$ cat src/rtl/crc_calc_pkg.sv
package crc_calc_pkg;

  localparam int BYTE_W = 8;
  localparam int CRC_W  = 16;

  typedef enum logic [1:0] {
    POLY_NARROW = 2'd0,
    POLY_WIDE_A = 2'd1,
    POLY_WIDE_B = 2'd2,
    POLY_ALIAS  = 2'd3
  } polyKindT;

  // Strobes and settings handed from control to datapath each cycle.
  typedef struct packed {
    logic              clearCrc;
    logic              foldByte;
    logic              narrow;
    logic              reflect;
    logic [CRC_W-1:0]  taps;
    logic [BYTE_W-1:0] data;
  } crcStrobeT;

  // Reverse the low w bits of v; bits at and above w come out zero.
  function automatic logic [CRC_W-1:0] reverseLow(input logic [CRC_W-1:0] v, input int w);
    logic [CRC_W-1:0] r;
    r = '0;
    for (int i = 0; i < CRC_W; i++) begin
      if (i < w) r[w-1-i] = v[i];
    end
    return r;
  endfunction

  function automatic logic [CRC_W-1:0] plainTaps(input polyKindT kind);
    logic [CRC_W-1:0] t;
    case (kind)
      POLY_WIDE_A: t = 16'h8005;
      POLY_WIDE_B: t = 16'h1021;
      default:     t = 16'h0007;
    endcase
    return t;
  endfunction

  function automatic logic isNarrow(input polyKindT kind);
    return (kind == POLY_NARROW) || (kind == POLY_ALIAS);
  endfunction

endpackage

$ cat src/rtl/crc_calc_ctrl.sv
module crc_calc_ctrl
  import crc_calc_pkg::*;
(
  input  logic              clk,
  input  logic              rstN,
  input  logic              clear,
  input  logic [1:0]        polySel,
  input  logic              lsbFirst,
  input  logic [BYTE_W-1:0] dataIn,
  input  logic              dataValid,
  output crcStrobeT         stb
);

  logic [1:0]       prevSel;
  polyKindT         kind;
  logic             selMoved;
  logic             narrowNow;
  logic [CRC_W-1:0] plain;
  logic [CRC_W-1:0] chosen;

  always_ff @(posedge clk or negedge rstN) begin
    if (!rstN) prevSel <= 2'd0;
    else       prevSel <= polySel;
  end

  assign kind      = polyKindT'(polySel);
  assign selMoved  = (polySel != prevSel);
  assign narrowNow = isNarrow(kind);
  assign plain     = plainTaps(kind);

  always_comb begin
    if (lsbFirst) chosen = reverseLow(plain, narrowNow ? BYTE_W : CRC_W);
    else          chosen = plain;
  end

  always_comb begin
    stb.clearCrc = clear | selMoved;
    stb.foldByte = dataValid & ~(clear | selMoved);
    stb.narrow   = narrowNow;
    stb.reflect  = lsbFirst;
    stb.taps     = chosen;
    stb.data     = dataIn;
  end

  // A selection change must never let a byte through in the same cycle.
  AST_SEL_BLOCKS_FOLD: assert property (@(posedge clk) disable iff (!rstN)
    (polySel != $past(polySel)) |-> !stb.foldByte);

endmodule

$ cat src/rtl/crc_calc_datapath.sv
module crc_calc_datapath
  import crc_calc_pkg::*;
(
  input  logic             clk,
  input  logic             rstN,
  input  crcStrobeT        stb,
  output logic [CRC_W-1:0] crcQ
);

  localparam int          STEPS      = BYTE_W;
  localparam logic [CRC_W-1:0] NARROW_MASK = CRC_W'((1 << BYTE_W) - 1);
  localparam logic [CRC_W-1:0] WIDE_MASK   = {CRC_W{1'b1}};

  logic [CRC_W-1:0] stage [STEPS+1];
  logic [CRC_W-1:0] keepMask;
  logic             topIdxNarrow;

  assign keepMask     = stb.narrow ? NARROW_MASK : WIDE_MASK;
  assign topIdxNarrow = stb.narrow;
  assign stage[0]     = crcQ;

  // One unrolled bit step per data bit.
  for (genvar g = 0; g < STEPS; g++) begin : gStep
    logic inBit;
    logic topBit;
    logic fb;
    logic [CRC_W-1:0] shifted;

    assign inBit  = stb.reflect ? stb.data[g] : stb.data[BYTE_W-1-g];
    assign topBit = topIdxNarrow ? stage[g][BYTE_W-1] : stage[g][CRC_W-1];

    always_comb begin
      if (stb.reflect) begin
        fb      = stage[g][0] ^ inBit;
        shifted = stage[g] >> 1;
      end else begin
        fb      = topBit ^ inBit;
        shifted = (stage[g] << 1) & keepMask;
      end
    end

    assign stage[g+1] = fb ? (shifted ^ stb.taps) : shifted;
  end

  always_ff @(posedge clk or negedge rstN) begin
    if (!rstN)             crcQ <= '0;
    else if (stb.clearCrc) crcQ <= '0;
    else if (stb.foldByte) crcQ <= stage[STEPS] & keepMask;
  end

  AST_CLEAR_ZEROES: assert property (@(posedge clk) disable iff (!rstN)
    stb.clearCrc |=> (crcQ == '0));

  AST_IDLE_HOLDS: assert property (@(posedge clk) disable iff (!rstN)
    (!stb.clearCrc && !stb.foldByte) |=> $stable(crcQ));

  AST_NARROW_UPPER_ZERO: assert property (@(posedge clk) disable iff (!rstN)
    stb.narrow |=> (crcQ[CRC_W-1:BYTE_W] == '0));

endmodule

$ cat src/rtl/crc_calc_unit.sv
module crc_calc_unit
  import crc_calc_pkg::*;
(
  input  logic        clk,
  input  logic        rstN,
  input  logic        clear,
  input  logic [1:0]  polySel,
  input  logic        lsbFirst,
  input  logic [7:0]  dataIn,
  input  logic        dataValid,
  output logic [15:0] crcOut
);

  crcStrobeT stb;

  crc_calc_ctrl uCtrl (
    .clk       (clk),
    .rstN      (rstN),
    .clear     (clear),
    .polySel   (polySel),
    .lsbFirst  (lsbFirst),
    .dataIn    (dataIn),
    .dataValid (dataValid),
    .stb       (stb)
  );

  crc_calc_datapath uPath (
    .clk  (clk),
    .rstN (rstN),
    .stb  (stb),
    .crcQ (crcOut)
  );

  AST_POLY_SWITCH_CLEARS: assert property (@(posedge clk) disable iff (!rstN)
    (polySel != $past(polySel)) |=> (crcOut == 16'h0000));

endmodule

$ cat config.mk
export PLATFORM = sky130hd
export DESIGN_NAME = crc_calc_unit
export DESIGN_NICKNAME = d
export VERILOG_FILES = /design/src/rtl/crc_calc_pkg.sv /design/src/rtl/crc_calc_ctrl.sv /design/src/rtl/crc_calc_datapath.sv /design/src/rtl/crc_calc_unit.sv
export SDC_FILE = /design/constraint.sdc
export NUM_CORES = 1
export LEC_CHECK = 0
export BUFFER_PORTS_ARGS = -buffer_cell sky130_fd_sc_hd__buf_2
export CORE_MARGIN = 4
export CORE_UTILIZATION = 55
export CTS_BUF_LIST = sky130_fd_sc_hd__clkbuf_8 sky130_fd_sc_hd__clkbuf_16
export CTS_CLUSTER_SIZE = 12
export DETAILED_ROUTE_END_ITERATION = 10
export PLACE_DENSITY = 0.73
export SYNTH_ARGS = -nofsm -noshare
export SYNTH_HDL_FRONTEND = slang
export SYNTH_SLANG_ARGS = --single-unit
$ cat constraint.sdc
create_clock -name clk -period 5 [get_ports clk]
set_input_delay 0.75 -clock clk [delete_from_list [all_inputs] [get_ports clk]]
set_output_delay 0.75 -clock clk [all_outputs]
set_load 0.01 [all_outputs]
==> flow_summary.toml <==
[place]
place_hpwl_mm = 15.6
place.port_buffers = 30
globalplace.congestion = 1.01
dp_slack_ns = -1.38

[timing]
finClkSkew_ns = 0.00265
min_period_ns = 6.03
slew_headroom = 0.348
worst_pin_slew_ns = 0.975
setup_slack_ns = -1.03
timing.final.crit_share = 1.21
fin_hold_ws_ns = 0.421
finalHoldViolations = 0
slew_viol_final = 0
setup_violations = 16
rsz0062_at_grt = "yes"
fmax_mhz = 166

[floorplanning]
rows = 33
die_h_um = 99.9
core_area_um2 = 8220
dieArea_um2 = 9980
die_x_um = 99.9
initial_core_util = 0.565
pin_count = 31

[route]
dr.pass1.iters = 6
via_per_inst = 6.90
wl_per_cell_um = 23.0
vias = 6715
drc = 0
wl_mm = 22.4
drtAntennaViolNets = 0
drt_iter0_markers = 881

[logic_synthesis]
yosysSeqAreaShare = 0.0970
syn_area_per_cell_um2 = 7.04
ys_ff_latch = 18
synth_nets = 679
synthDistinctLibCells = 87
synthArstFlopShare = 1.00
yosysWarnings = 0
synth-edff-count = 0
dominantRegCellSynth = "dfrtp_1"
syn-cell-area_um2 = 4640
syn-instance-count = 660

[layout]
diodes = 0
nFillCells = 471
layout_common_cells = "213 x buf_4, 66 x nand2_1, 59 x xnor2_1, 50 x nor2_1, 34 x nand3_1"
layout_commonest_cell = "buf_4"
layout-drive-gt1-share = 0.422
area_growth_syn_to_layout_pct = 53.0
nNetsFinal = 888

[setup_path]
worstSetupEndpoint = "uPath.crcQ[2]$_DFFE_PN0P_"
crit_slowest_cell = "a2111o_1"
regToRegStartpoint = "uPath.crcQ[0]$_DFFE_PN0P_"
path_cells = "buf_8, inv_8, ha_4, buf_6, clkinvlp_4, nor3_4, xnor2_1, a211o_1, a2111o_1, a221oi_4, nor2_8, buf_12, xnor2_4, o311ai_4, o211ai_4, a21o_4, o31a_4, o2111ai_4, o311ai_4, o21ai_4, nor4b_4, a2111oi_4, a221o_1"
regToRegSetupSlack_ns = -0.66
crit_buf_inv = 5
crit_required_ns = 5.14
setup.worst_path.start = "polySel[0]"
arrival_ns = 6.17
timing.rr.end = "uPath.crcQ[2]$_DFFE_PN0P_"
crit_cells = 23
crit_path_max_incr_delay_ns = 0.50
cp_max_fo = 10
startpoint_type = "primary input"
cpMostUsedCell = "o311ai_4"
worstSetupEndpointType = "register"
rr_worst_depth = 21
cp_top_family = "compound AO/OA/AOI/OAI gates"
path_class = "in2reg"

[run]
max-cap-violations = 0

[clocking]
htree_levels = 1
clock_path_buffers = 2
clkSinkCount = 18
clkLatencyLatePin_ns = 0.26
cts-root-buf = "clkbuf_8"
cts_tree = "done"
cts_hold_buf = 0
cts_buffers = 3
clk_pin_slew_ns = 0.07

[grt]
grt_overflow_total = 0
grt_max_degree = 33
grt_pass1_vias = 6408
grt_pass1_wl_mm = 32.9
antenna_found_initial = 0
track_usage = 0.414

[outcome]
violations = "setup timing"
status = "finished with violations"

[power]
leakage_nw = 3.02
power_density_nw_per_um2 = 239
vdd_drop_max_v = 0.000322

[min_path]
worstHoldPathType = "in2async"
cells in the mapped netlist (all sizes together), types with 9 or more instances:
cell,n,share of area
nand2,72,0.058
xnor2,70,0.14
nor2,54,0.047
nand3,39,0.042
o21ai,38,0.043
clkbuf,36,0.029
a21oi,32,0.036
nor3,26,0.032
xor2,22,0.043
dfrtp,18,0.097
mux2i,17,0.037
a211oi,15,0.025
inv,15,0.012
buf,13,0.014
a31oi,12,0.016
and3,12,0.016
nor4,11,0.018
or3,11,0.016
nand4,9,0.012
worst min path at each step:
stage / slack, ns / to / cells after the start
after floorplan: 0.45 / uCtrl.prevSel[0]$_DFF_PN0_ / 0
after global placement: 0.63 / uPath.crcQ[11]$_DFFE_PN0P_ / 1
after detailed placement: 0.64 / uPath.crcQ[11]$_DFFE_PN0P_ / 1
after CTS: 0.43 / uCtrl.prevSel[0]$_DFF_PN0_ / 1
after global routing: 0.44 / uCtrl.prevSel[1]$_DFF_PN0_ / 1
final: 0.42 / uCtrl.prevSel[0]$_DFF_PN0_ / 1
what timing repair did:
action                                  4_1_cts  5_1_grt
gates resized for setup                      57       51
setup buffers                                17       12
pin swaps                                    39       32
endpoints found under the hold margin         0        0
endpoints found under the setup margin       16       16
through the flow:
stage	instances	TNS, ns	utilization	total power, mW	cell area [um2]
6_report	973	-12.24	0.865	1.70	7110
5_1_grt	973	-14.45	0.865	1.76	7110
4_1_cts	961	-9.51	0.819	1.53	6730
3_5_place_dp	940	-17.59	0.767	1.31	6310
3_3_place_gp	940	-14.83	0.767	1.28	6310
2_1_floorplan	660	-7.24	-	0.854	4770
flip-flops by register name, summed over array words and instances (netlist names):
signal / count
uCtrl.prevSel: 2
uPath.crcQ: 16
layer usage:
layer / GRT usage / vias up / wire [um]
met4: 0.222 / 0 / 1810
met5: 0 / - / 0
met2: 0.666 / 634 / 9840
met3: 0.106 / 205 / 3010
li1: - / 2831 / -
met1: 0.506 / 3045 / 7720
cells by family after synthesis:
logic type | count (synthesis) | synth area share
and+or+nand+nor | 280 | 0.314
DFF | 18 | 0.0970
muxes | 19 | 0.0415
AOI/OAI and AO/OA | 180 | 0.290
buffers and inverters | 65 | 0.0563
adders and majority gates | 4 | 0.0108
xor gates and xnor gates | 94 | 0.190
area by class of cell:
cell class                 count  area, um2  share of cell area
clock buffer                   4       55.1             0.00775
inverter                      16       71.3              0.0100
multi-input combinational    577       4510               0.634
sequential                    18        450              0.0634
tap                          105        131              0.0185
timing repair buffer         253       1890               0.266
report_power, final:
group          switching (mW)  leakage [nW]  internal, mW  total, mW
logic                   0.758          2.74         0.659       1.42
registers             0.00866         0.245         0.151      0.160
clock network          0.0544        0.0288        0.0702      0.125
total                   0.821          3.02         0.880       1.70
Power figures use the tool's default switching activity.
